## src/rtl/ptape_pkg.sv

```systemverilog
package ptape_pkg;
  localparam int unsigned DIGIT_W = 4;
  localparam int unsigned NUM_FN  = 6;
  // low-nibble selectors of function codes (upper code bits == 1)
  localparam int unsigned FN_MINUS  = 0;
  localparam int unsigned FN_BLANK  = 1;
  localparam int unsigned FN_TAB    = 2;
  localparam int unsigned FN_CR     = 3;
  localparam int unsigned FN_RELOAD = 4;
  localparam int unsigned FN_STOP   = 5;

  typedef struct packed {
    logic digit;  // hex digit
    logic minus;  // set sign
    logic blank;  // no-op sign slot
    logic brk;    // tab or carriage return: insert sign
    logic xfer;   // reload or stop: transfer buffer
    logic halt;   // stop only
  } cls_t;
endpackage

```

## src/rtl/ptape_char_decode.sv

```systemverilog
module ptape_char_decode
  import ptape_pkg::*;
#(
  parameter int unsigned CODE_W = 5
) (
  input  logic              vld,
  input  logic [CODE_W-1:0] code,
  output cls_t              cls,
  output logic [DIGIT_W-1:0] nib
);
  localparam int unsigned HI_W = CODE_W - DIGIT_W;

  logic [HI_W-1:0]    hi;
  logic [DIGIT_W-1:0] lo;
  logic [NUM_FN-1:0]  fn_hit;

  assign hi  = code[CODE_W-1:DIGIT_W];
  assign lo  = code[DIGIT_W-1:0];
  assign nib = lo;

  for (genvar k = 0; k < NUM_FN; k++) begin : g_fn
    assign fn_hit[k] = vld && (hi == HI_W'(1)) && (lo == DIGIT_W'(k));
  end

  always_comb begin
    cls.digit = vld && (hi == '0);
    cls.minus = fn_hit[FN_MINUS];
    cls.blank = fn_hit[FN_BLANK];
    cls.brk   = fn_hit[FN_TAB] | fn_hit[FN_CR];
    cls.xfer  = fn_hit[FN_RELOAD] | fn_hit[FN_STOP];
    cls.halt  = fn_hit[FN_STOP];
  end
endmodule

```

## src/rtl/ptape_asm_buf.sv

```systemverilog
module ptape_asm_buf
  import ptape_pkg::*;
#(
  parameter int unsigned BUF_W = 116
) (
  input  logic               clk,
  input  logic               rst,
  input  logic               clr,
  input  cls_t               cls,
  input  logic [DIGIT_W-1:0] nib,
  output logic [BUF_W-1:0]   acc_eff,
  output logic               sign_q
);
  logic [BUF_W-1:0] acc_q, acc_d;
  logic             sign_eff, sign_d;

  // a pending clear applies before the current character
  always_comb begin
    acc_eff  = clr ? '0 : acc_q;
    sign_eff = clr ? 1'b0 : sign_q;
    acc_d    = acc_eff;
    sign_d   = sign_eff;
    if (cls.digit) begin
      acc_d = {acc_eff[BUF_W-DIGIT_W-1:0], nib};
    end else if (cls.brk) begin
      acc_d  = {acc_eff[BUF_W-2:0], sign_eff};
      sign_d = 1'b0;
    end else if (cls.minus) begin
      sign_d = 1'b1;
    end
  end

  always_ff @(posedge clk) begin
    if (rst) begin
      acc_q  <= '0;
      sign_q <= 1'b0;
    end else begin
      acc_q  <= acc_d;
      sign_q <= sign_d;
    end
  end

  AST_MINUS_SETS_SIGN: assert property (@(posedge clk) disable iff (rst)
    cls.minus |=> sign_q);
  AST_BREAK_CLEARS_SIGN: assert property (@(posedge clk) disable iff (rst)
    cls.brk |=> !sign_q);
  AST_BLANK_NO_EFFECT: assert property (@(posedge clk) disable iff (rst)
    (cls.blank && !clr) |=> ($stable(acc_q) && $stable(sign_q)));
  AST_EMPTY_AFTER_XFER: assert property (@(posedge clk) disable iff (rst)
    (clr && !cls.digit && !cls.brk) |=> (acc_q == '0));
endmodule

```

## src/rtl/ptape_xfer_ctl.sv

```systemverilog
module ptape_xfer_ctl
  import ptape_pkg::*;
#(
  parameter int unsigned BUF_W = 116
) (
  input  logic             clk,
  input  logic             rst,
  input  cls_t             cls,
  input  logic             stop_ack,
  input  logic [BUF_W-1:0] acc_eff,
  output logic             xfer_valid,
  output logic [BUF_W-1:0] xfer_data,
  output logic             stop_req
);
  always_ff @(posedge clk) begin
    if (rst) begin
      xfer_valid <= 1'b0;
      xfer_data  <= '0;
      stop_req   <= 1'b0;
    end else begin
      xfer_valid <= cls.xfer;
      if (cls.xfer) xfer_data <= acc_eff;
      if (cls.halt)      stop_req <= 1'b1;
      else if (stop_ack) stop_req <= 1'b0;
    end
  end

  AST_XFER_FROM_END_CHAR: assert property (@(posedge clk) disable iff (rst)
    xfer_valid |-> $past(cls.xfer));
  AST_STOP_WITH_XFER: assert property (@(posedge clk) disable iff (rst)
    cls.halt |=> (stop_req && xfer_valid));
  AST_STOP_HELD: assert property (@(posedge clk) disable iff (rst)
    (stop_req && !stop_ack) |=> stop_req);
  AST_ACK_CLEARS_STOP: assert property (@(posedge clk) disable iff (rst)
    (stop_ack && !cls.halt) |=> !stop_req);
endmodule

```

## src/rtl/ptape_word_asm.sv

```systemverilog
module ptape_word_asm
  import ptape_pkg::*;
#(
  parameter int unsigned WORD_W = 29,
  parameter int unsigned WORDS  = 4,
  parameter int unsigned CODE_W = 5
) (
  input  logic                      clk,
  input  logic                      rst,
  input  logic                      chr_vld,
  input  logic [CODE_W-1:0]         chr_code,
  input  logic                      stop_ack,
  output logic                      xfer_valid,
  output logic [WORD_W*WORDS-1:0]   xfer_data,
  output logic                      stop_req
);
  localparam int unsigned BUF_W = WORD_W * WORDS;

  cls_t               cls;
  logic [DIGIT_W-1:0] nib;
  logic [BUF_W-1:0]   acc_eff;
  logic               sign_q;

  ptape_char_decode #(.CODE_W(CODE_W)) u_dec (
    .vld  (chr_vld),
    .code (chr_code),
    .cls  (cls),
    .nib  (nib)
  );

  ptape_asm_buf #(.BUF_W(BUF_W)) u_buf (
    .clk     (clk),
    .rst     (rst),
    .clr     (xfer_valid),
    .cls     (cls),
    .nib     (nib),
    .acc_eff (acc_eff),
    .sign_q  (sign_q)
  );

  ptape_xfer_ctl #(.BUF_W(BUF_W)) u_ctl (
    .clk        (clk),
    .rst        (rst),
    .cls        (cls),
    .stop_ack   (stop_ack),
    .acc_eff    (acc_eff),
    .xfer_valid (xfer_valid),
    .xfer_data  (xfer_data),
    .stop_req   (stop_req)
  );

  AST_SIGN_CLEAR_AFTER_XFER: assert property (@(posedge clk) disable iff (rst)
    (xfer_valid && !(chr_vld && chr_code == CODE_W'(16))) |=> !sign_q);
endmodule

```

## config.mk

```make
export PLATFORM = sky130hd
export DESIGN_NAME = ptape_word_asm
export DESIGN_NICKNAME = d
export VERILOG_FILES = /design/src/rtl/ptape_pkg.sv /design/src/rtl/ptape_char_decode.sv /design/src/rtl/ptape_asm_buf.sv /design/src/rtl/ptape_xfer_ctl.sv /design/src/rtl/ptape_word_asm.sv
export SDC_FILE = /design/constraint.sdc
export NUM_CORES = 1
export LEC_CHECK = 0
export ABC_AREA = 1
export BUFFER_PORTS_ARGS = -buffer_cell sky130_fd_sc_hd__buf_2
export CORE_MARGIN = 5
export CORE_UTILIZATION = 40
export DETAILED_ROUTE_END_ITERATION = 12
export PLACE_DENSITY = 0.69
export SKIP_CTS_REPAIR_TIMING = 1
export SLEW_MARGIN = 20
export SYNTH_ARGS = -nofsm -noshare
export SYNTH_HDL_FRONTEND = slang
export SYNTH_HIERARCHICAL = 1
export SYNTH_SLANG_ARGS = --single-unit
```

## constraint.sdc

```tcl
create_clock -name clk -period 1.43 [get_ports clk]
set_input_delay 0.0715 -clock clk [delete_from_list [all_inputs] [get_ports clk]]
set_output_delay 0.0715 -clock clk [all_outputs]
set_load 0.02 [all_outputs]
```

-- After elaboration in Yosys (flattened, before gate mapping)
Index checks and enable logic that the tools add are counted.
- bits in registers: 235
- input bits: 9
- output and inout port bits: 118
- word-level logic and storage cells: 30
- muxes and demuxes: 9
- equal/unequal tests: 4
- reductions and logical operators: 9
- bitwise logic cells: 3
- operators by type and width (operator ; count):
    116-bit 2-to-1 mux ; 3
    4-bit by 2-bit equality test with 1-bit output (second input constant) ; 2
    4-bit by 3-bit equality test with 1-bit output (second input constant) ; 2
    1-bit logical AND ; 7
    1-bit 2-to-1 mux ; 6
    4-bit zero test ; 1
    1-bit bitwise OR ; 2
    2-bit nonzero test ; 1
    1-bit inverter ; 1

-- Depth between registers and ports, before layout
- word-level depth: 5
- depth in mapped cells: 12

-- By module
The synthesis kept the hierarchy.
- by module, submodules not included (module ; instances ; cells each ; area each (um^2)):
    ptape_asm_buf ; 1 ; 1130 ; 6498.7
    ptape_xfer_ctl ; 1 ; 510 ; 4053.9
    ptape_char_decode ; 1 ; 21 ; 96.3

-- Worst setup path before layout
No wires, ideal clock.
- path type: reg-to-reg
- from: reg u_ctl.xfer_valid
- to: reg u_buf.acc_q[113]
- arrival time: 1284 ps
- stages on the path, launching flop included: 9
- library setup time: 110 ps
- clock period less this slack: 1394 ps
- setup slack: 36 ps
- cells stage by stage: dfxtp_1 buf_2 buf_2 buf_2 nor2_1 nand2_1 nand3_1 nand2_1 inv_1
- cells in the longest elaborated chain, start to end: 3
- ends and longest elaborated chain (element ; RTL line ; RTL):
    start, declared ; ptape_xfer_ctl.sv:11 ; output logic xfer_valid,
    start signal, assigned ; ptape_xfer_ctl.sv:21 ; xfer_valid <= cls.xfer;
    116-bit 2-to-1 mux ; ptape_asm_buf.sv:19 ; acc_eff = clr ? '0 : acc_q;
    named net acc_eff[113] ; ptape_word_asm.sv:21 ; logic [BUF_W-1:0] acc_eff;
    116-bit 2-to-1 mux ; ptape_asm_buf.sv:25 ; end else if (cls.brk) begin
    116-bit 2-to-1 mux ; ptape_asm_buf.sv:23 ; if (cls.digit) begin
    end signal, assigned ; ptape_asm_buf.sv:35 ; acc_q <= '0;
    end signal, assigned ; ptape_asm_buf.sv:38 ; acc_q <= acc_d;
    end, declared ; ptape_asm_buf.sv:14 ; logic [BUF_W-1:0] acc_q, acc_d;
The timed path passes the listed nets, and every way through them passes these cells.
A chain may end at the register's enable or synchronous reset.

-- Worst setup path after layout
- from: reg u_ctl.xfer_valid
- to: out xfer_valid
- RTL lines (element ; RTL line ; RTL):
    end, declared ; ptape_word_asm.sv:13 ; output logic xfer_valid,
No word-level cell between the ends.

==> summary.txt <==
Clocking
  – CTS Buf Count: 26
  – Reg clk slew, reported paths: 60 ps
  – Max Root-Sink Buffers: 3
  – Clock Latency Late Sink: 520 ps
  – # clock sinks: 235
  – H-tree level count: 1
  – Root Driver: clkbuf_16
  – CTS tree: built

Timing
  – Max Transition Viols Final: 0
  – Slew margin rel.: 0.786
  – Worst hold margin: -24.8 ps
  – Setup ws final: 101 ps
  – Final Cycle Share: 0.930
  – RSZ-0062 raised after global routing: false
  – Final setup TNS: 0 ps
  – Slew @ Worst Pin: 321 ps
  – Min cycle time layout: 1330 ps
  – F_max: 752 MHz
  – Clk_skew: 11.6 ps
  – # setup viols final: 0
  – Final hold vios: 1

Setup path
  – Crit end category: primary output
  – Largest fanout on the critical path: 15
  – Buffers and inverters on the worst path: 2
  – Reg-to-reg startpoint: u_ctl/xfer_valid
  – Req. time, crit path: 1360 ps
  – Critical path's largest stage delay: 400 ps
  – CP max-delay cell: dfxtp_4
  – Critical setup path kind: reg -> out
  – Worst endpoint data arrival time: 1260 ps
  – Crit. Startpoint: u_ctl/xfer_valid
  – CP cell instances: buf_16 > buf_2
  – Delay-heaviest family, CP: flip-flops
  – Critical Path Start Type: register

Cells and area
  – Register area: 0.00471 sq mm
  – Final Cell Area: 0.0125 sq mm
  – Post-Layout Cell Count: 2084
  – Final #Nets: 1739
  – Area of the multi-input gates: 0.00446 sq mm
  – Ant. Diodes: 0
  – Area growth, synth to finish: 17.8%
  – Share of layout cells above drive strength 1: 0.115
  – Layout fillers: 2757
  – Commonest cells after routing, fill and taps aside: nor2_1, nand2_1, inv_1

Hold path
  – Hold Startpoint: chr_code[1]
  – HP Class: in -> reg

Floorplan
  – Die width: 173 um
  – Die ar.: 0.0300 sq mm
  – Row count: 59
  – Initial Utilization: 0.407
  – Total core area: 0.0261 sq mm
  – I/O Pins: 127
  – Die Ht: 173 um

Power
  – Pwr Total: 0.0142 W
  – Switch share: 0.225
  – Seq pwr share: 0.470
  – Switching pwr: 0.00318 W
  – Logic pwr share: 0.048
  – PD cells: 1130 mW/mm^2
  – Pint: 0.0110 W
  – Leak Pwr: 6.95 nW
  – Clk pwr share: 0.482
  – Worst-case vdd ir drop: 0.000686 V

Placement
  – Post-DP HPWL: 16300 um
  – GP Congestion: 0.782
  – Port bufs: 126
  – Cells after DPL: 2029
  – DP Area: 0.0115 sq mm
  – Setup Slack @ Placement: 42.3 ps

GRT
  – First-pass GRT wire length: 44400 um
  – Total track usage: 0.167
  – Largest net degree at the start of global routing: 86
  – Vias in the first global route: 9450
  – Initial antenna violation count: 0
  – Gr ovfl total: 0

Route
  – Initial DRC count: 830
  – Drt via density: 4.83
  – Final routed DRC violation total: 0
  – Vias post-DR: 10059
  – Detailed Routing Iterations Pass 1: 5
  – Remaining antenna violation count after routing: 0
  – Wirelength per Cell: 12.8 um
  – Routed wire length: 26600 um

Status
  – Status: finished with violations
  – Failing checks: hold timing

Synthesis
  – Post-Syn Area: 0.0106 sq mm
  – Syn_area_per_cell: 6.41 sq um
  – Post-Synthesis Cells: 1660
  – Yosys warns: 6
  – Post-synthesis net count: 1669

Job
  – Max_cap viols: 0
flip-flops by register name (all words and copies together) (netlist names):
name	flops
u_ctl/xfer_valid	1
u_buf/sign_q	1
u_ctl/xfer_data	116
u_buf/acc_q	116
u_ctl/stop_req	1
worst min-delay path, stage by stage:
cell and delay (ps):
buf_2 160, nand2_1 80, nand3_1 80, nand2_1 50, inv_1 40
stage by stage:
step,util,hold WS [ps]
2_1_floorplan,-,141
3_3_place_gp,0.442,324
3_5_place_dp,0.442,337
4_1_cts,0.475,-215
5_1_grt,0.480,10.4
6_report,0.480,-24.8
final cells by class:
class / instances / share of cell area
Clock inverter: 5 / 0.00619
Clock buffer: 42 / 0.0640
Timing Repair Buffer: 157 / 0.0912
Tap cell: 335 / 0.0334
Inverter: 245 / 0.0739
Multi-Input combinational cell: 1065 / 0.356
Sequential cell: 235 / 0.375
metal layers:
metal	routed length (um)	vias to the layer above	track usage
li1	-	5176	-
met3	1630	21	0.0310
met5	0	-	0
met2	12400	261	0.294
met4	228	0	0.0299
met1	12300	4601	0.217
power by group through the flow:
stage	clock network [W]	registers, W	logic (W)
finish	0.00683	0.00666	0.000683
global placement	0	0.00680	0.000668
global route	0.00728	0.00666	0.000747
detailed placement	0	0.00680	0.000672
floorplan	0	0.00689	0.000360
CTS	0.00700	0.00666	0.000675
path summary, 6_finish.rpt:
check                    end  slack [ps]  cells past startpoint
max               xfer_valid         100                      2
min           u_buf/acc_q[1]         -20                      5
max reg2reg  u_buf/acc_q[71]         140                      7
min reg2reg   u_ctl/stop_req         470                      2
(Power assumes the default switching activity.)
